===== src/rtl/nor_seq_pkg.sv =====
package nor_seq_pkg;

    typedef enum logic [3:0] {
        S_IDLE,
        S_ER_CYC,
        S_ER_REQ,
        S_ER_WAIT,
        S_RST_ER,
        S_PG_FETCH,
        S_PG_CYC,
        S_PG_REQ,
        S_PG_WAIT,
        S_RST_PG,
        S_DONE
    } seq_state_t;

    typedef enum logic [1:0] {
        OP_ERASE,
        OP_PROG,
        OP_RESET
    } bus_op_t;

    localparam logic [1:0] VAR_A     = 2'b01;
    localparam logic [1:0] VAR_B     = 2'b10;

    localparam logic [1:0] ERR_NONE  = 2'd0;
    localparam logic [1:0] ERR_PARAM = 2'd1;
    localparam logic [1:0] ERR_ERASE = 2'd2;
    localparam logic [1:0] ERR_WRITE = 2'd3;

    localparam logic [7:0] CMD_KEY1   = 8'hAA;
    localparam logic [7:0] CMD_KEY2   = 8'h55;
    localparam logic [7:0] CMD_PROG   = 8'hA0;
    localparam logic [7:0] CMD_ERSET  = 8'h80;
    localparam logic [7:0] CMD_SECTOR = 8'h30;
    localparam logic [7:0] CMD_RESET  = 8'hF0;

endpackage


===== src/rtl/nor_unlock_map.sv =====
module nor_unlock_map #(
    parameter int AW = 24
) (
    input  logic [1:0]    variant,
    output logic [AW-1:0] key_addr1,
    output logic [AW-1:0] key_addr2,
    output logic          var_ok
);
    import nor_seq_pkg::*;

    always_comb begin
        key_addr1 = '0;
        key_addr2 = '0;
        var_ok    = 1'b0;
        unique case (variant)
            VAR_A: begin
                key_addr1 = AW'(12'hAAA);
                key_addr2 = AW'(12'h555);
                var_ok    = 1'b1;
            end
            VAR_B: begin
                key_addr1 = AW'(12'h555);
                key_addr2 = AW'(12'h2AA);
                var_ok    = 1'b1;
            end
            default: var_ok = 1'b0;
        endcase
    end

endmodule


===== src/rtl/nor_cycle_gen.sv =====
module nor_cycle_gen #(
    parameter int AW = 24
) (
    input  nor_seq_pkg::bus_op_t op,
    input  logic [2:0]           step,
    input  logic [AW-1:0]        key_addr1,
    input  logic [AW-1:0]        key_addr2,
    input  logic [AW-1:0]        sect_addr,
    input  logic [AW-1:0]        byte_addr,
    input  logic [7:0]           byte_data,
    output logic [AW-1:0]        cyc_addr,
    output logic [7:0]           cyc_data,
    output logic                 cyc_last
);
    import nor_seq_pkg::*;

    always_comb begin
        cyc_addr = '0;
        cyc_data = CMD_RESET;
        cyc_last = 1'b0;
        unique case (op)
            OP_ERASE: begin
                unique case (step)
                    3'd0: begin cyc_addr = key_addr1; cyc_data = CMD_KEY1;  end
                    3'd1: begin cyc_addr = key_addr2; cyc_data = CMD_KEY2;  end
                    3'd2: begin cyc_addr = key_addr1; cyc_data = CMD_ERSET; end
                    3'd3: begin cyc_addr = key_addr1; cyc_data = CMD_KEY1;  end
                    3'd4: begin cyc_addr = key_addr2; cyc_data = CMD_KEY2;  end
                    default: begin
                        cyc_addr = sect_addr;
                        cyc_data = CMD_SECTOR;
                        cyc_last = 1'b1;
                    end
                endcase
            end
            OP_PROG: begin
                unique case (step)
                    3'd0: begin cyc_addr = key_addr1; cyc_data = CMD_KEY1; end
                    3'd1: begin cyc_addr = key_addr2; cyc_data = CMD_KEY2; end
                    3'd2: begin cyc_addr = key_addr1; cyc_data = CMD_PROG; end
                    default: begin
                        cyc_addr = byte_addr;
                        cyc_data = byte_data;
                        cyc_last = 1'b1;
                    end
                endcase
            end
            default: begin
                cyc_addr = '0;
                cyc_data = CMD_RESET;
                cyc_last = 1'b1;
            end
        endcase
    end

endmodule


===== src/rtl/nor_pgm_seq.sv =====
module nor_pgm_seq #(
    parameter int AW        = 24,
    parameter int SECT_BITS = 16
) (
    input  logic          clk,
    input  logic          rst_n,
    input  logic          start,
    input  logic [AW-1:0] start_off,
    input  logic [AW-1:0] byte_cnt,
    input  logic [1:0]    variant,
    input  logic          src_valid,
    input  logic [7:0]    src_data,
    output logic          src_ready,
    output logic          bus_we,
    output logic [AW-1:0] bus_addr,
    output logic [7:0]    bus_wdata,
    input  logic          bus_rdy,
    output logic          poll_req,
    output logic          poll_erase,
    output logic [AW-1:0] poll_addr,
    input  logic          poll_done,
    input  logic          poll_fail,
    output logic          busy,
    output logic          done,
    output logic [1:0]    err_code
);
    import nor_seq_pkg::*;

    localparam int            CW        = AW + 1;
    localparam logic [CW-1:0] SECT_STEP = CW'(1) << SECT_BITS;
    localparam logic [CW-1:0] SECT_MASK = ~(SECT_STEP - CW'(1));

    seq_state_t    state, state_nx;
    logic [2:0]    step_q;
    logic [1:0]    var_q;
    logic [CW-1:0] sec_q, end_q;
    logic [AW-1:0] tgt_q, rem_q;
    logic [7:0]    data_q;
    logic [1:0]    err_q;

    logic [1:0]    var_sel;
    logic [AW-1:0] key1, key2;
    logic          var_ok;
    bus_op_t       op;
    logic          wr_active;
    logic [AW-1:0] cyc_addr;
    logic [7:0]    cyc_data;
    logic          cyc_last;
    logic [CW-1:0] first_sec, range_end, sec_next;

    assign var_sel   = (state == S_IDLE) ? variant : var_q;
    assign first_sec = {1'b0, start_off} & SECT_MASK;
    assign range_end = {1'b0, start_off} + {1'b0, byte_cnt};
    assign sec_next  = sec_q + SECT_STEP;

    nor_unlock_map #(.AW(AW)) u_map (
        .variant   (var_sel),
        .key_addr1 (key1),
        .key_addr2 (key2),
        .var_ok    (var_ok)
    );

    nor_cycle_gen #(.AW(AW)) u_cyc (
        .op        (op),
        .step      (step_q),
        .key_addr1 (key1),
        .key_addr2 (key2),
        .sect_addr (sec_q[AW-1:0]),
        .byte_addr (tgt_q),
        .byte_data (data_q),
        .cyc_addr  (cyc_addr),
        .cyc_data  (cyc_data),
        .cyc_last  (cyc_last)
    );

    // next state
    always_comb begin
        state_nx = state;
        unique case (state)
            S_IDLE: begin
                if (start) begin
                    if (!var_ok)                 state_nx = S_DONE;
                    else if (first_sec < range_end) state_nx = S_ER_CYC;
                    else                         state_nx = S_RST_ER;
                end
            end
            S_ER_CYC:  if (bus_we && cyc_last) state_nx = S_ER_REQ;
            S_ER_REQ:  state_nx = S_ER_WAIT;
            S_ER_WAIT: begin
                if (poll_done) begin
                    if (poll_fail)             state_nx = S_DONE;
                    else if (sec_next < end_q) state_nx = S_ER_CYC;
                    else                       state_nx = S_RST_ER;
                end
            end
            S_RST_ER: begin
                if (bus_we) state_nx = (rem_q == '0) ? S_RST_PG : S_PG_FETCH;
            end
            S_PG_FETCH: if (src_valid) state_nx = S_PG_CYC;
            S_PG_CYC:   if (bus_we && cyc_last) state_nx = S_PG_REQ;
            S_PG_REQ:   state_nx = S_PG_WAIT;
            S_PG_WAIT: begin
                if (poll_done) begin
                    if (poll_fail)              state_nx = S_DONE;
                    else if (rem_q == AW'(1))   state_nx = S_RST_PG;
                    else                        state_nx = S_PG_FETCH;
                end
            end
            S_RST_PG: if (bus_we) state_nx = S_DONE;
            S_DONE:   state_nx = S_IDLE;
            default:  state_nx = S_IDLE;
        endcase
    end

    // state register
    always_ff @(posedge clk or negedge rst_n) begin
        if (!rst_n) state <= S_IDLE;
        else        state <= state_nx;
    end

    // datapath registers
    always_ff @(posedge clk or negedge rst_n) begin
        if (!rst_n) begin
            step_q <= '0;
            var_q  <= '0;
            sec_q  <= '0;
            end_q  <= '0;
            tgt_q  <= '0;
            rem_q  <= '0;
            data_q <= '0;
            err_q  <= ERR_NONE;
        end else begin
            unique case (state)
                S_IDLE: begin
                    if (start) begin
                        step_q <= '0;
                        if (var_ok) begin
                            var_q <= variant;
                            sec_q <= first_sec;
                            end_q <= range_end;
                            tgt_q <= start_off;
                            rem_q <= byte_cnt;
                            err_q <= ERR_NONE;
                        end else begin
                            err_q <= ERR_PARAM;
                        end
                    end
                end
                S_ER_CYC, S_PG_CYC: begin
                    if (bus_we) step_q <= cyc_last ? 3'd0 : step_q + 3'd1;
                end
                S_ER_WAIT: begin
                    if (poll_done) begin
                        if (poll_fail) err_q <= ERR_ERASE;
                        else           sec_q <= sec_next;
                    end
                end
                S_PG_FETCH: if (src_valid) data_q <= src_data;
                S_PG_WAIT: begin
                    if (poll_done) begin
                        if (poll_fail) err_q <= ERR_WRITE;
                        else begin
                            tgt_q <= tgt_q + AW'(1);
                            rem_q <= rem_q - AW'(1);
                        end
                    end
                end
                default: ;
            endcase
        end
    end

    // outputs
    always_comb begin
        wr_active  = 1'b0;
        op         = OP_RESET;
        src_ready  = 1'b0;
        poll_req   = 1'b0;
        poll_erase = 1'b0;
        unique case (state)
            S_ER_CYC:   begin wr_active = 1'b1; op = OP_ERASE; end
            S_ER_REQ:   begin poll_req = 1'b1; poll_erase = 1'b1; end
            S_ER_WAIT:  poll_erase = 1'b1;
            S_RST_ER:   wr_active = 1'b1;
            S_PG_FETCH: src_ready = 1'b1;
            S_PG_CYC:   begin wr_active = 1'b1; op = OP_PROG; end
            S_PG_REQ:   poll_req = 1'b1;
            S_RST_PG:   wr_active = 1'b1;
            default: ;
        endcase
        bus_we    = wr_active & bus_rdy;
        bus_addr  = cyc_addr;
        bus_wdata = cyc_data;
        poll_addr = poll_erase ? sec_q[AW-1:0] : tgt_q;
        busy      = (state != S_IDLE);
        done      = (state == S_DONE);
        err_code  = err_q;
    end


    param_quiet_chk: assert property (@(posedge clk) disable iff (!rst_n)
        (state == S_IDLE && start && !var_ok) |=> (done && err_code == ERR_PARAM && !bus_we));


    poll_after_write_chk: assert property (@(posedge clk) disable iff (!rst_n)
        poll_req |-> $past(bus_we));


    erase_range_chk: assert property (@(posedge clk) disable iff (!rst_n)
        (bus_we && state == S_ER_CYC && cyc_last) |-> (sec_q < end_q));


    prog_target_chk: assert property (@(posedge clk) disable iff (!rst_n)
        (bus_we && state == S_PG_CYC && cyc_last) |-> (bus_addr == tgt_q && bus_wdata == data_q));


    busy_from_start_chk: assert property (@(posedge clk) disable iff (!rst_n)
        $rose(busy) |-> $past(start));


    done_pulse_chk: assert property (@(posedge clk) disable iff (!rst_n)
        done |=> !done);

endmodule


===== config.mk =====
export PLATFORM = sky130hd
export DESIGN_NAME = nor_pgm_seq
export DESIGN_NICKNAME = d
export VERILOG_FILES = /design/src/rtl/nor_seq_pkg.sv /design/src/rtl/nor_unlock_map.sv /design/src/rtl/nor_cycle_gen.sv /design/src/rtl/nor_pgm_seq.sv
export SDC_FILE = /design/constraint.sdc
export NUM_CORES = 1
export LEC_CHECK = 0
export BUFFER_PORTS_ARGS = -buffer_cell sky130_fd_sc_hd__buf_2
export CORE_MARGIN = 2
export CORE_UTILIZATION = 46
export CTS_CLUSTER_DIAMETER = 200
export DETAILED_ROUTE_END_ITERATION = 12
export MAX_ROUTING_LAYER = met4
export PLACE_DENSITY_LB_ADDON = 0.08
export SYNTH_ARGS = -nofsm -noshare
export SYNTH_HDL_FRONTEND = slang
export SYNTH_HIERARCHICAL = 1
export SYNTH_SLANG_ARGS = --single-unit

===== constraint.sdc =====
create_clock -name clk -period 2.7 [get_ports clk]
set_input_delay 0.135 -clock clk [delete_from_list [all_inputs] [get_ports clk]]
set_output_delay 0.135 -clock clk [all_outputs]
set_load 0.1 [all_outputs]

==> results.toml, run 1 <==
[timing]
rsz0062_at_grt = "yes"
fin_ws_ns = -0.493
setup_viol = 26
worst_hold_slack_ns = 0.00638
max_freq_mhz = 313
worst_pin_slew_ns = 0.748
setup_tns_ns = -3.80
max-slew-margin-rel = 0.499
maxSlewViolCount = 0
period_share = 1.18
period_needed_ns = 3.19
finalHoldViolCount = 0
skew_ns = 0.00812

[pwr]
ir_worst_vdd_v = 0.000841
power_density_mw_per_mm2 = 1190
leakage_nw = 5.83

[detailed_routing]
wl_um = 32300
drc = 0
drtIter0Drc = 631
vias = 10200
antenna_left = 0
avgViaCountPerCell = 5.76
dr.pass1.iters = 5
wire_per_inst_um = 18.3

[worst_setup_path]
path_class = "in -> reg"
start_kind = "primary input"
worstPathRequired_ns = 2.94
arrival_ns = 3.44
crit_fanout = 3
crit_path_end_kind = "flip-flop"

[global_route]
grt_overflow = 0
grt_max_degree = 70
grt_use_total = 0.302
antenna_found_initial = 0
grt_pass1_vias = 9599
grt_pass1_wl_um = 50800

[cells_and_area]
area_growth_pct = 45.9
diodes = 0
num-fill-cells = 1693
layout.nets = 1602
drive_gt1_frac = 0.354

[floorplan]
rows = 52
core_mm2 = 0.0202
initial_core_util = 0.466
die_w_um = 147
ios = 129
dieArea_mm2 = 0.0216
dieHeight_um = 147

[cts]
cts_max_level = 3
clockRootBuffer = "clkbuf_16"
cts_sinks = 101
numCtsBuffers = 9
path_clk_slew_ns = 0.07
clockBufferDepth = 2
clock_latency_ns = 0.36
cts_tree = "done"

[synthesis]
seq_area_frac_synth = 0.269
post-synth-top-area-cell = "dfrtp_1"
synth-seq-cells = 101
ys_types = 76
yosys-top-cells-area = "dfrtp_1 (27%), ha_1 (6.4%), o21ai_0 (6.1%)"
synthArstFlopShare = 1.00
synth.most_common_cell = "nand2_1"
synth_edf_count = 0
synth_area_mm2 = 0.00940
syn-mean-instance-area_um2 = 7.58
synth_flop_cell = "dfrtp_1"
synth_common_cells = "nand2_1 (134), o21ai_0 (114), a21oi_1 (103)"
yosysWarnings = 6
yosysTopAreaCellShare = 0.269
synthCells = 1240

[job]
cap_violations = 0

[min_path]
holdCritPathClass = "in -> reg"

[placed_design]
dp_hpwl_um = 23300
numPortBuffers = 128
gp_congestion = 0.923

[status]
run_status = "complete, but fails checks"
violations = "setup timing"
==> where the power goes <==
group          switching (mW)  internal, mW
clock network           0.627         0.748
logic                    7.53          4.30
registers               0.867          2.21
total                    9.03          7.25
==> routing by layer <==
metal | global-route usage | vias to the layer above | wire (um) | share of wire
li1 | - | 4965 | - | -
met1 | 0.390 | 4859 | 14100 | 0.44
met2 | 0.499 | 280 | 15900 | 0.49
met3 | 0.0401 | 57 | 1490 | 0.046
met4 | 0.0870 | 0 | 746 | 0.023
met5 | - | - | 0 | 0
==> flip-flops by register name, summed over array words and instances (netlist names) <==
name / cells
end_q: 25
rem_q: 24
tgt_q: 24
sec_q: 9
data_q: 8
state: 4
step_q: 3
err_code: 2
var_q: 2
==> cell type report <==
| cell class | instances | area, um2 | area share |
|---|---|---|---|
| inverters | 31 | 123 | 0.00894 |
| clock inverters | 5 | 60.1 | 0.00438 |
| clock buffers | 11 | 243 | 0.0177 |
| flip-flops and latches | 101 | 2530 | 0.185 |
| well taps | 270 | 338 | 0.0246 |
| repair buffers | 327 | 3050 | 0.222 |
| multi-input cells | 1018 | 7370 | 0.537 |
==> worst paths after layout <==
check / slack, ns / depth (start not counted) / to / startpoint
min in group asynchronous: 0.28 / 2 / var_q[1] / rst_n
setup / recovery: -0.49 / 18 / state[0] / start_off[0]
max in group asynchronous: 1.66 / 3 / rem_q[0] / rst_n
hold / removal: 0.006 / 2 / data_q[2] / src_data[2]
hold reg to reg: 0.48 / 2 / end_q[15] / end_q[15]
setup reg to reg: -0.04 / 7 / state[2] / rem_q[6]
==> logic make-up after synthesis <==
logic type,after synthesis,synth area share
buffers and inverters,160,0.0913
DFF,101,0.269
muxes,24,0.0277
AOI/OAI and AO/OA,399,0.269
xor gates and xnor gates,27,0.0260
other,2,0.000799
and+or+nand+nor,478,0.250
adders and majority gates,49,0.0660
==> cells in the final DEF (no fill, tap or decap), types with 20 or more instances in the layout <==
master   Yosys  layout
o21a_1      20      20
nand3_1     36      35
o32ai_4      0      24
o21ai_0    114      79
a21oi_1    103      67
dfrtp_1    101      99
o21ai_1      8      41
buf_4       51     160
buf_2       23      89
nor2b_1     35      20
nand2_1    134     124
a21oi_2      0      35
conb_1       2      41
nor3_1      78      56
ha_1        48      41
buf_12       0      47
nor2_1     100      91
inv_1       31      26
==> repair_timing <==
action	in CTS	in global routing
setup endpoints to repair	27	43
hold endpoints to repair	41	0
setup buffers	21	12
resized for setup	65	32
cloned	7	3
pin swaps	44	25
hold buffers	7	0
==> worst max-delay path, cell delays in order <==
cell      delay (ns)
buf_8           0.10
ha_4            0.16
fa_2            0.34
a21o_1          0.18
a221o_1         0.31
a41o_1          0.21
a21oi_2         0.22
o21a_1          0.20
nand2_2         0.07
xnor2_2         0.14
ha_1            0.29
nand2_2         0.06
nor3_2          0.20
nand4_1         0.13
nor4b_2         0.30
nand4_1         0.14
o21ai_1         0.17
nand3b_1        0.09
==> per-stage QoR <==
stage / total power [mW] / instance area (um2) / util / cells / setup slack [ns]
2_1_floorplan: 11.2 / 10600 / - / 1279 / -0.587
3_3_place_gp: 13.8 / 12500 / 0.621 / 1701 / -0.791
3_5_place_dp: 13.9 / 12500 / 0.621 / 1701 / -0.926
4_1_cts: 16.1 / 13500 / 0.669 / 1752 / -0.484
5_1_grt: 17.1 / 13700 / 0.680 / 1763 / -0.669
6_report: 16.3 / 13700 / 0.680 / 1763 / -0.493
Note: power is estimated with default switching activity, not from simulation.
==> run 2: changes to the inputs <==
--- a/config.mk
+++ b/config.mk
@@ -5,11 +5,12 @@
 export SDC_FILE = /design/constraint.sdc
 export NUM_CORES = 1
 export LEC_CHECK = 0
-export BUFFER_PORTS_ARGS = -buffer_cell sky130_fd_sc_hd__buf_2
+export ABC_AREA = 1
 export CORE_MARGIN = 2
 export CORE_UTILIZATION = 46
 export CTS_CLUSTER_DIAMETER = 200
 export DETAILED_ROUTE_END_ITERATION = 12
+export DONT_BUFFER_PORTS = 1
 export MAX_ROUTING_LAYER = met4
 export PLACE_DENSITY_LB_ADDON = 0.08
 export SYNTH_ARGS = -nofsm -noshare
==> results.toml, run 2 <==
[cells_and_area]
drive_gt1_frac = 0.232
final_common_cell = "nand2_1"
layout.nets = 1852
utilization = 0.620
diodes = 0
largestRegisters = "end_q: 25 flops, rem_q: 24 flops, tgt_q: 24 flops"
largest-register = "end_q"
area_growth_pct = 32.5
largest_reg_flops = 25
final_cell_mix = "nand2_1 (424), buf_4 (175), inv_1 (166), nand3_1 (143), dfrtp_1 (101)"

[job]
cap_violations = 0

[synthesis]
synth-seq-cells = 101
yosys-top-cells-area = "dfrtp_1 (26%), nand2_1 (17%), nand3_1 (7.5%)"
synthCells = 1544
synthArstFlopShare = 1.00
post-synth-top-area-cell = "dfrtp_1"
synth_edf_count = 0
synth_common_cells = "nand2_1 (445), inv_1 (170), nand3_1 (148)"
ys_types = 59
syn-mean-instance-area_um2 = 6.37
yosysWarnings = 6
synth_area_mm2 = 0.00984
synth_flop_cell = "dfrtp_1"
synth.most_common_cell = "nand2_1"
yosysTopAreaCellShare = 0.257
seq_area_frac_synth = 0.257

[timing]
period_share = 1.00
setup_viol = 1
period_needed_ns = 2.71
worst_pin_slew_ns = 0.663
rsz0062_at_grt = "yes"
skew_ns = 0.00774
maxSlewViolCount = 0
finalHoldViolCount = 0
fin_ws_ns = -0.0101
max-slew-margin-rel = 0.557
max_freq_mhz = 369

[worst_setup_path]
path_class = "in -> reg"
startpoint = "start_off[0]"
arrival_ns = 2.97
crit_end = "state[2]"
crit_path_end_kind = "flip-flop"
worstPathRequired_ns = 2.96
rr_startpoint = "sec_q[16]"
regToRegEndpoint = "state[2]"
crit_fanout = 4
start_kind = "primary input"
rrSetupSlack_ns = 0.04
ff2ff_path_depth = 17

[placed_design]
post-place-ws_ns = -0.534
numPortBuffers = 0
dp_hpwl_um = 24900
gp_congestion = 0.894

[detailed_routing]
vias = 10600
wire_per_inst_um = 16.4
dr.pass1.iters = 6
avgViaCountPerCell = 5.27
drtIter0Drc = 563
antenna_left = 0
wl_um = 33100
drc = 0

[cts]
clock_latency_ns = 0.36
cts_sinks = 101
cts_max_level = 3
cts_tree = "done"
numCtsBuffers = 9
clockRootBuffer = "clkbuf_16"
path_clk_slew_ns = 0.07
clockBufferDepth = 2

[global_route]
grt_overflow = 0
grt_pass1_wl_um = 51300
grt_use_total = 0.297
antenna_found_initial = 0
grt_max_degree = 102
grt_pass1_vias = 9856

[pwr]
pwr-share-comb = 0.740
power_density_mw_per_mm2 = 1240
p_int_mw = 6.96
switching_power_mw = 9.26
power_frac_seq = 0.179
leakage_nw = 6.53
p_sw_frac = 0.571
clkPwrFrac = 0.082
ir_worst_vdd_v = 0.00139

[floorplan]
ios = 129
core_mm2 = 0.0210
initial_core_util = 0.468
dieHeight_um = 150
die_w_um = 150
dieArea_mm2 = 0.0226
rows = 53

[min_path]
holdCritPathClass = "in -> reg"

[status]
violations = "setup timing"
run_status = "complete, but fails checks"
run 2: worst min path at each step:
| stage | startpoint | cells after the start | to |
|---|---|---|---|
| after CTS | byte_cnt[20] | 2 | rem_q[20] |
| after detailed placement | rst_n | 0 | rem_q[23] |
| after floorplan | rst_n | 0 | data_q[0] |
| after global placement | rst_n | 0 | state[3] |
| after global routing | byte_cnt[3] | 2 | rem_q[3] |
| final | byte_cnt[20] | 2 | rem_q[20] |
run 2: per-layer routing:
| metal | wire length [um] | up-vias | global-route usage |
|---|---|---|---|
| li1 | - | 5340 | - |
| met1 | 14500 | 4962 | 0.387 |
| met2 | 16300 | 277 | 0.489 |
| met3 | 1560 | 43 | 0.0409 |
| met4 | 724 | 0 | 0.0769 |
| met5 | 0 | - | - |
run 2: power groups by stage:
stage	logic (mW)	clock network [mW]	registers, mW
floorplan	7.94	0	2.82
global placement	11.1	0	2.88
detailed placement	11.2	0	2.90
CTS	11.5	1.36	2.87
global route	12.9	1.41	2.97
finish	12.0	1.33	2.90
run 2: kinds of logic (layout without fill, tap and decap cells):
| kind of cell | count (synthesis) | in the layout | share of synthesized area |
|---|---|---|---|
| and+or+nand+nor | 799 | 799 | 0.352 |
| buffers and inverters | 287 | 446 | 0.136 |
| AOI/OAI and AO/OA | 257 | 257 | 0.146 |
| DFF | 101 | 101 | 0.257 |
| adders and majority gates | 49 | 49 | 0.0631 |
| xor gates and xnor gates | 41 | 41 | 0.0365 |
| muxes | 8 | 8 | 0.00915 |
| other | 2 | 41 | 0.000763 |
run 2: area by class of cell:
type	instances	area [um2]
Inverter	183	698
Fill cell	1968	7990
Multi-Input combinational cell	1195	6660
Sequential cell	101	2530
Clock inverter	6	62.6
Clock buffer	9	225
Timing Repair Buffer	248	2520
Tap cell	275	344
run 2: worst max-delay path, stage by stage:
cell,delay [ns]
ha_4,0.14
fa_2,0.35
nand3_2,0.09
nand2_2,0.07
nand3_4,0.08
nand2_4,0.08
a21oi_4,0.17
o21ai_2,0.09
buf_4,0.16
xnor2_2,0.12
ha_1,0.33
a21oi_1,0.14
o21ai_0,0.11
a21oi_1,0.17
nor2_1,0.06
o21a_1,0.17
o21ai_0,0.22
nand2_1,0.08
nand2_1,0.06
nand2_1,0.04
nand2_1,0.05
nand2_1,0.04
run 2: per-stage QoR:
stage,cell area [um2],hold WS (ns),power [mW],setup TNS [ns],cells
2_1_floorplan,10100,-0.161,10.8,-5.28,1583
3_3_place_gp,11800,-0.158,14.0,-0.854,1957
3_5_place_dp,11800,-0.158,14.1,-1.05,1957
4_1_cts,12600,0.00139,15.8,-0.0127,2003
5_1_grt,13000,0.00547,17.3,-0.455,2017
6_report,13000,0.00594,16.2,-0.0101,2017
run 2: repair_timing:
action                     4_1_cts  5_1_grt
setup endpoints to repair       37       99
hold buffers                    26        0
hold endpoints to repair       125        0
cloned                           0        3
buffers inserted                 6       11
resized for setup               34       60
pin swaps                       11       39
==> run 3: changes to the inputs <==
--- a/config.mk
+++ b/config.mk
@@ -6,11 +6,11 @@
 export NUM_CORES = 1
 export LEC_CHECK = 0
 export ABC_AREA = 1
+export BUFFER_PORTS_ARGS = -buffer_cell sky130_fd_sc_hd__buf_2
 export CORE_MARGIN = 2
 export CORE_UTILIZATION = 46
 export CTS_CLUSTER_DIAMETER = 200
 export DETAILED_ROUTE_END_ITERATION = 12
-export DONT_BUFFER_PORTS = 1
 export MAX_ROUTING_LAYER = met4
 export PLACE_DENSITY_LB_ADDON = 0.08
 export SYNTH_ARGS = -nofsm -noshare
==> results.toml, run 3 (synthesis results as in run 2) <==
[status]
run_status = "complete, but fails checks"
violations = "setup timing"

[worst_setup_path]
crit_path_end_kind = "flip-flop"
crit_top_cell = "buf_4"
path_class = "in -> reg"
ff2ff_path_depth = 21
rrSetupSlack_ns = -0.02
crit_fanout = 3
regToRegEndpoint = "state[2]"
rr_startpoint = "sec_q[16]"
worstPathRequired_ns = 2.96
slowest_delay_ns = 0.28
arrival_ns = 3.09
cp_slowest_cell = "ha_4"
start_kind = "primary input"

[detailed_routing]
vias = 10800
antenna_left = 0
wl_um = 32800
drc = 0
drtIter0Drc = 706
wire_per_inst_um = 15.6
avgViaCountPerCell = 5.15
dr.pass1.iters = 5

[timing]
fin_ws_ns = -0.130
setup_viol = 2
period_needed_ns = 2.83
finalHoldViolCount = 0
skew_ns = 0.0128
worst_pin_slew_ns = 0.609
rsz0062_at_grt = "yes"
max_freq_mhz = 353
period_share = 1.05
maxSlewViolCount = 0
max-slew-margin-rel = 0.593
setup_tns_ns = -0.223

[placed_design]
numPortBuffers = 128
post-place-ws_ns = -0.611
place_inst = 2036
dp_hpwl_um = 24900
gp_congestion = 0.926

[cells_and_area]
layout.nets = 1928
stdcell_count = 2095
largest_reg_flops = 25
drive_gt1_frac = 0.266
area_growth_pct = 34.8
multi_input_area_mm2 = 0.00667
num-fill-cells = 1944
largestRegisters = "end_q: 25 flops, rem_q: 24 flops, tgt_q: 24 flops"
final_cell_mix = "nand2_1 (418), buf_4 (182), inv_1 (167), nand3_1 (142), nor2_1 (112)"
largest-register = "end_q"
final_common_cell = "nand2_1"
seq_area_mm2 = 0.00253
utilization = 0.631

[floorplan]
core_mm2 = 0.0210
ios = 129
dieArea_mm2 = 0.0226
die_w_um = 150
initial_core_util = 0.468
dieHeight_um = 150
rows = 53

[pwr]
power_density_mw_per_mm2 = 1190
ir_worst_vdd_v = 0.00114
design_power_total_mw = 15.8
leakage_nw = 6.80

[min_path]
hold_path_depth = 2
worst_hold_path.endpoint = "data_q[1]"
holdCritPathClass = "in -> reg"
hp-start = "src_data[1]"

[global_route]
grt_overflow = 0
grt_pass1_wl_um = 51600
grt_pass1_vias = 10200
grt_max_degree = 61
grt_use_total = 0.298
antenna_found_initial = 1

[cts]
clock_latency_ns = 0.37
cts_sinks = 101
path_clk_slew_ns = 0.08
clockRootBuffer = "clkbuf_16"
cts_max_level = 3
numCtsBuffers = 9
clockBufferDepth = 2
cts_tree = "done"

[job]
cap_violations = 0
==> run 3: cell count changes in the layout (fill, tap and decap cells not counted), sizes merged <==
cell / previous run / this run
dlygate4sd3: 25 / 6
clkbuf: 12 / 10
clkinv: 4 / 3
bufinv: 1 / 0
inv: 183 / 186
diode: 0 / 1
buf: 220 / 317
==> run 3: worst max-delay path, delay by kind of cell <==
kind                       cells  cell delay [ns]
and+or+nand+nor               16             1.03
buffers and inverters         14             1.64
adders and majority gates      1             0.28
==> run 3: power by group <==
| part | leakage (nW) | internal, mW | total (mW) | switching, mW |
|---|---|---|---|---|
| Clock | 0.140 | 0.651 | 1.34 | 0.690 |
| Sequential | 1.25 | 2.24 | 2.87 | 0.635 |
| Combinational | 5.41 | 3.72 | 11.5 | 7.82 |
==> run 3: layout make-up <==
cell class                 instances  area share
antenna                            1    0.000189
clock buffer                       9      0.0170
clock inverter                     7     0.00490
inverter                         183      0.0521
multi-input combinational       1195       0.502
sequential                       101       0.190
tap                              275      0.0259
timing repair buffer             324       0.207
==> run 3: timing repair <==
item | CTS | global route
hold buffers | 4 | 2
setup buffers | 29 | 7
endpoints found under the hold margin | 40 | 2
gates resized for setup | 43 | 67
setup endpoints to repair | 2 | 65
gates cloned | 0 | 1
pin swaps | 33 | 28
==> run 3: worst max-delay path by stage <==
stage            startpoint       endpoint  slack, ns  depth (start not counted)
2_1_floorplan      state[2]  poll_addr[20]      -0.41                          5
3_3_place_gp   start_off[8]       state[0]      -0.54                         29
3_5_place_dp   start_off[8]       state[0]      -0.61                         29
4_1_cts         byte_cnt[2]       state[2]      -0.04                         32
5_1_grt         byte_cnt[0]       state[2]      -0.34                         27
6_report        byte_cnt[2]       state[2]      -0.13                         31
==> run 3: routing by layer <==
metal,part of all wire,routed length (um),GRT usage
met1,0.44,14500,0.386
met2,0.48,15800,0.482
met3,0.040,1310,0.0309
met4,0.034,1130,0.114
met5,0,0,-
==> run 3: through the flow <==
stage	hold WS, ns	cell area, um2
floorplan	-0.161	10100
global placement	0.166	12100
detailed placement	0.164	12100
CTS	0.000530	12900
global route	0.000994	13300
finish	0.00703	13300
